File: src/rtl/tri_timer_ctl.sv
module tri_timer_ctl #(
  parameter int ADDR_W    = 8,
  parameter int REG_ADDR  = 'h20,
  parameter int CNT_W     = 32,
  parameter int PERIOD    = 1000,
  parameter int START_DLY = 3
) (
  input  logic              clk,
  input  logic              rst_n,
  input  logic [ADDR_W-1:0] reg_addr,
  input  logic              reg_we,
  input  logic [31:0]       reg_wdata,
  output logic [31:0]       reg_rdata,
  output logic [2:0]        run,
  output logic [2:0]        irq,
  output logic [2:0]        ovf
);
  localparam int NT    = 3;
  localparam int DLY_W = $clog2(START_DLY + 1);
  localparam logic [CNT_W-1:0] MATCH = CNT_W'(PERIOD - 1);

  logic          addr_hit, wr_hit;
  logic [NT-1:0] en_q, irq_q, ovf_q, irq_evt, ovf_evt;
  logic [31:0]   status;

  assign addr_hit = (reg_addr == ADDR_W'(REG_ADDR));
  assign wr_hit   = reg_we & addr_hit;

  for (genvar i = 0; i < NT; i++) begin : g_tmr
    logic [DLY_W-1:0] dly_q;
    logic [CNT_W-1:0] cnt_q;
    logic             start, stop;

    assign stop       = wr_hit & reg_wdata[9+2*i];
    assign start      = wr_hit & reg_wdata[8+2*i] & ~en_q[i];
    assign run[i]     = en_q[i] & (dly_q == '0);
    assign irq_evt[i] = run[i] & (cnt_q == MATCH);
    assign ovf_evt[i] = run[i] & (cnt_q == '1);

    always_ff @(posedge clk or negedge rst_n) begin
      if (!rst_n) begin
        en_q[i] <= 1'b0;
        dly_q   <= '0;
        cnt_q   <= '0;
      end else if (stop) begin
        en_q[i] <= 1'b0;
        dly_q   <= '0;
      end else if (start) begin
        en_q[i] <= 1'b1;
        dly_q   <= DLY_W'(START_DLY);
        cnt_q   <= '0;
      end else if (en_q[i] && dly_q != '0) begin
        dly_q   <= dly_q - 1'b1;
      end else if (run[i]) begin
        cnt_q   <= cnt_q + 1'b1;
      end
    end

    always_ff @(posedge clk or negedge rst_n) begin
      if (!rst_n) begin
        irq_q[i] <= 1'b0;
        ovf_q[i] <= 1'b0;
      end else begin
        irq_q[i] <= irq_evt[i] | (irq_q[i] & ~(wr_hit & reg_wdata[i]));
        ovf_q[i] <= ovf_evt[i] | (ovf_q[i] & ~(wr_hit & reg_wdata[4+i]));
      end
    end
  end

  always_comb begin
    status = '0;
    for (int i = 0; i < NT; i++) begin
      status[i]     = irq_q[i];
      status[4+i]   = ovf_q[i];
      status[8+2*i] = en_q[i];
    end
  end

  assign reg_rdata = addr_hit ? status : '0;
  assign irq       = irq_q;
  assign ovf       = ovf_q;
endmodule


File: config.mk
export PLATFORM = sky130hd
export DESIGN_NAME = tri_timer_ctl
export DESIGN_NICKNAME = d
export VERILOG_FILES = /design/src/rtl/tri_timer_ctl.sv
export SDC_FILE = /design/constraint.sdc
export NUM_CORES = 1
export LEC_CHECK = 0
export BUFFER_PORTS_ARGS = -buffer_cell sky130_fd_sc_hd__buf_2
export CAP_MARGIN = 10
export CORE_MARGIN = 10
export CORE_UTILIZATION = 35
export DETAILED_ROUTE_END_ITERATION = 8
export PLACE_DENSITY = 0.55
export SLEW_MARGIN = 30
export SYNTH_ARGS = -nofsm -noshare
export SYNTH_HDL_FRONTEND = slang
export SYNTH_SLANG_ARGS = --single-unit
File: constraint.sdc
create_clock -name clk -period 2.6 [get_ports clk]
set_input_delay 0 -clock clk [delete_from_list [all_inputs] [get_ports clk]]
set_output_delay 0 -clock clk [all_outputs]
set_load 0.01 [all_outputs]
; ---- After elaboration in Yosys (flattened, before gate mapping)
; Cells that the tools add are included.
[word_totals]
reg_bits = 111
word_cells = 126
[op_classes]
add_sub_neg = 6
n_eq_ne = 10
mux = 25
bitwise = 49
reduce_logical = 21
[op_table]
columns = cell, n
row1 = 32-bit two-way mux, 9
row2 = "32-bit by 1-bit adder with 32-bit output, second input constant", 3
row3 = "32-bit by 10-bit == test with 1-bit output, second input constant", 3
row4 = "32-bit == test, second input constant", 3
row5 = 1-bit AND, 31
row6 = 2-bit two-way mux, 9
row7 = 2-bit nonzero test, 9
row8 = 13-bit two-way mux, 1
row9 = 1-bit NOT, 12
row10 = 3-bit AND reduction, 3
row11 = 3-bit nonzero test, 3
row12 = "8-bit by 6-bit == test with 1-bit output, second input constant", 1
row13 = 2-bit zero test, 3
row14 = 1-bit two-way mux, 6
row15 = "2-bit inequality test, second input constant", 3
row16 = 1-bit OR, 6
row17 = "2-bit by 1-bit subtractor with 2-bit output, second input constant", 3
row18 = 1-bit logical AND, 3

; ---- Longest topological paths before layout
[depth]
depth_word = 6
depth_mapped = 9
ltp_nobuf = 7

; ---- Least setup slack after synthesis
; OpenSTA, ideal clock, no wires.
[synth_timing]
path_type = register -> register
start = register g_tmr[2].cnt_q[6]
end = register g_tmr[2].cnt_q[30]
setup_time_ps = 78
arrival_time_ps = 1946
required_time_ps = 2522
path_slack_ps = 576
stages_incl_launch_ff = 7
path_buffers = 1
synth_period_minus_slack_ps = 2024
cell_sequence = dfrtp_1 nand4_1 nor4_2 nand2_1 buf_2 or4_1 a21oi_1
[synth_between]
elab_chain_cells = 4
[synth_rtl]
columns = element, line_no
row1 = start: declaration, 31  ; logic [CNT_W-1:0] cnt_q;
row2 = start signal: assignment, 55  ; cnt_q <= cnt_q + 1'b1;
row3 = 32-bit by 1-bit adder with 32-bit output, 55
row4 = 32-bit two-way mux, 54  ; end else if (run[i]) begin
row5 = 32-bit two-way mux, 52  ; end else if (en_q[i] && dly_q != '0) begin
row6 = 32-bit two-way mux, 48  ; end else if (start) begin
; Every way passes these cells. The select of a mux whose other input is x is not followed.
; A chain may end at the register's enable or synchronous reset.

; ---- Final worst setup path
[layout_timing]
start = register g_tmr[1].cnt_q[0]
end = register g_tmr[1].cnt_q[26]
[layout_between]
elab_chain_cells = 4
[layout_rtl]
columns = element, line_no
row1 = start: declaration, 31
row2 = start signal: assignment, 55
row3 = 32-bit by 1-bit adder with 32-bit output, 55
row4 = 32-bit two-way mux, 54
row5 = 32-bit two-way mux, 52
row6 = 32-bit two-way mux, 48
; Every way passes these cells. The select of a mux whose other input is x is not followed.

==> flow_summary_export.csv <==
group,metric,value,unit
run_status,status,"completed",
final_layout,fill_cells,1914,
final_layout,multiInputGateArea,0.00350,sq mm
floorplanning,placeableCoreArea,0.0186,sq mm
clocking,cts.repair.resized,0,
synthesis,synth-async-reset-ratio,1.00,
timing,maxSlewViolCount,0,
floorplanning,die-area,0.0247,sq mm
final_layout,final_area,0.00746,sq mm
run,cap_violations,0,
detailed_routing,vias,5956,
synthesis,avgSynthCellArea,8.68,sq um
grt,grt_pass1_wl,29.6,mm
clocking,cts.sinks,111,
clocking,hold_buffers,10,
critical_path,max_stage_delay,520,ps
critical_path,cp.required,2870,ps
final_layout,final_cell_mix,"dfrtp_1, nand2_1, o21ai_0, a21oi_1, nor2_1",
grt,grt_antenna_before_repair,0,
place,dpl_cell_area,0.00707,sq mm
grt,grt_pass1_vias,5643,
detailed_routing,drt_iter0_drc,466,
pwr,p_leak,3.07,nW
clocking,insertion_delay,360,ps
floorplanning,die_h,157,microns
critical_path,crit_fanout,8,
timing,period_share,0.880,
critical_path,worst_path_most_repeated_cell,"nand4_1",
clocking,cts_tree,"yes",
detailed_routing,route.detailed.drc,0,
floorplanning,initial_core_util,0.354,
detailed_routing,drt_wl_total,17.9,mm
timing,relSlewSlack,0.549,
clocking,clk_pin_slew_worst_paths,70,ps
final_layout,nNetsFinal,865,
synthesis,synthCells,759,
timing,hold_viol_final,0,
critical_path,cp-end-kind,"flop",
floorplanning,die_x,157,microns
synthesis,synth_edf_count,0,
critical_path,arrival,2560,ps
grt,grt_max_degree,60,
timing,final.setup_skew,8.09,ps
detailed_routing,postRouteAntennaNets,0,
timing,fin_crit,2290,ps
place,numPortBuffers,40,
clocking,cts_root_buf,"clkbuf_16",
synthesis,synth-main-ff-cell,"dfrtp_1",
timing,fmax,437,MHz
hold_path,hold_path.class,"in -> async",
final_layout,drive_gt1_frac,0.117,
critical_path,critPathSlowestCell,"or4_1",
final_layout,postLayoutCoreUtil,0.402,
final_layout,final_common_cell,"dfrtp_1",
timing,setup_violations,0,
synthesis,netlist-cell-type-count,58,
synthesis,ys_seq_elements,111,
place,place_hpwl,12.8,mm
synthesis,syn_area,0.00659,sq mm
final_layout,syn2layout_area_growth,13.3,%
clocking,cts_setup_buffers,0,
clocking,htree_levels,3,
grt,overflow,0,
critical_path,crit_type,"reg -> reg",
detailed_routing,dr.pass1.iters,5,
place,place_congestion,0.837,
floorplanning,ios,84,
synthesis,ys_seq_area_frac,0.422,
pwr,p_per_area,512,mW/mm^2
synthesis,yosysWarnings,0,
critical_path,start_kind,"flop",
timing,tightest_slew,668,ps
clocking,cts_made_buffers,9,
critical_path,crit_path_cell_trace,"ha_1 > nand4_1 > nor2_1 > nand4_1 > or4_1 > a21oi_1",
pwr,vdd_drop_max,0.338,mV
timing,whs,135,ps
final_layout,area.sequential,0.00278,sq mm
floorplanning,row_count,50,
detailed_routing,avgViaCountPerCell,5.66,
clocking,cts_buffer_depth,2,
timing,tns,0,ps
grt,track_usage,0.146,
timing,rsz0062_at_grt,"no",
detailed_routing,routedWlPerCell,17.0,microns
## synth_stat cells, types with 4 or more instances
| master | number | area (sq um) |
|---|---|---|
| and2_1 | 6 | 37.5 |
| o31ai_1 | 23 | 173 |
| buf_4 | 24 | 180 |
| inv_1 | 21 | 78.8 |
| nand4_1 | 48 | 300 |
| ha_1 | 6 | 75.1 |
| clkbuf_1 | 15 | 56.3 |
| and3_1 | 18 | 113 |
| nor4_2 | 4 | 50.1 |
| and4_1 | 12 | 105 |
| nor2_1 | 52 | 195 |
| or3_1 | 31 | 194 |
| nand2b_1 | 6 | 37.5 |
| a21oi_1 | 56 | 280 |
| o21ai_0 | 57 | 285 |
| a41oi_1 | 4 | 35.0 |
| xor2_1 | 14 | 123 |
| nor2b_1 | 5 | 31.3 |
| a31oi_1 | 4 | 25.0 |
| xnor2_1 | 10 | 87.6 |
| dfrtp_1 | 111 | 2780 |
| nand3_1 | 38 | 190 |
| buf_2 | 11 | 55.1 |
| or4_1 | 16 | 120 |
| nor4_1 | 20 | 125 |
| nand2_1 | 78 | 293 |
| o211ai_1 | 5 | 37.5 |
| nand4b_1 | 5 | 43.8 |
| nor3_1 | 15 | 75.1 |
## final cells by class
| class | instances | area share |
|---|---|---|
| Multi-Input combinational cell | 595 | 0.469 |
| Antenna cell | 1 | 0.000335 |
| Clock inverter | 1 | 0.00402 |
| Inverter | 21 | 0.0106 |
| Timing Repair Buffer | 78 | 0.0704 |
| Tap cell | 234 | 0.0392 |
| Clock buffer | 12 | 0.0344 |
| Sequential cell | 111 | 0.372 |
## layer usage
metal	wire length, microns	track usage
met1	8680	0.199
met2	8080	0.229
met3	961	0.0374
met4	151	0.0321
met5	0	0
## report_power, final
group          switching, mW  internal (mW)
clock                  0.619          0.786
combinational          0.270          0.191
sequential             0.117           1.84
total                   1.01           2.82
## logic make-up after synthesis
family | synth area share
AOI/OAI and AO/OA | 0.158
buffers and inverters | 0.0621
other | 0.000569
and+or+nand+nor | 0.312
adders and majority gates | 0.0114
DFF | 0.422
xor gates and xnor gates | 0.0319
muxes | 0.00304
## critical path: cells and delay by family, from the launching register on
family                     cells  cell delay, ps
adders and majority gates      1             270
and+or+nand+nor                4            1340
DFF                            1             420
AOI/OAI and AO/OA              1             170
## worst paths after layout
check	startpoint	to	slack (ps)	cells past startpoint
max in group asynchronous	rst_n	ovf[0]	1790	3
setup reg to reg	g_tmr[1].cnt_q[0]	g_tmr[1].cnt_q[26]	310	6
hold / removal	rst_n	g_tmr[2].cnt_q[6]	140	2
setup / recovery	g_tmr[1].cnt_q[0]	g_tmr[1].cnt_q[26]	310	6
hold reg to reg	ovf[0]	ovf[0]	510	2
min in group clk	reg_wdata[8]	en_q[0]	150	3
## registers in the layout, summed over array words and instances, names as in the netlist
| signal | count |
|---|---|
| ovf | 3 |
| irq | 3 |
| en_q | 3 |
| g_tmr.cnt_q | 96 |
| g_tmr.dly_q | 6 |
## through the flow
| step | worst slack [ps] | std cells | power (mW) |
|---|---|---|---|
| detailed placement | 345 | 1029 | 2.44 |
| global placement | 395 | 1029 | 2.43 |
| global route | 81.6 | 1052 | 4.01 |
| floorplan | 576 | 781 | 2.29 |
| CTS | 379 | 1052 | 3.87 |
| finish | 311 | 1053 | 3.82 |
No activity file was read; power rests on OpenSTA's default activity.
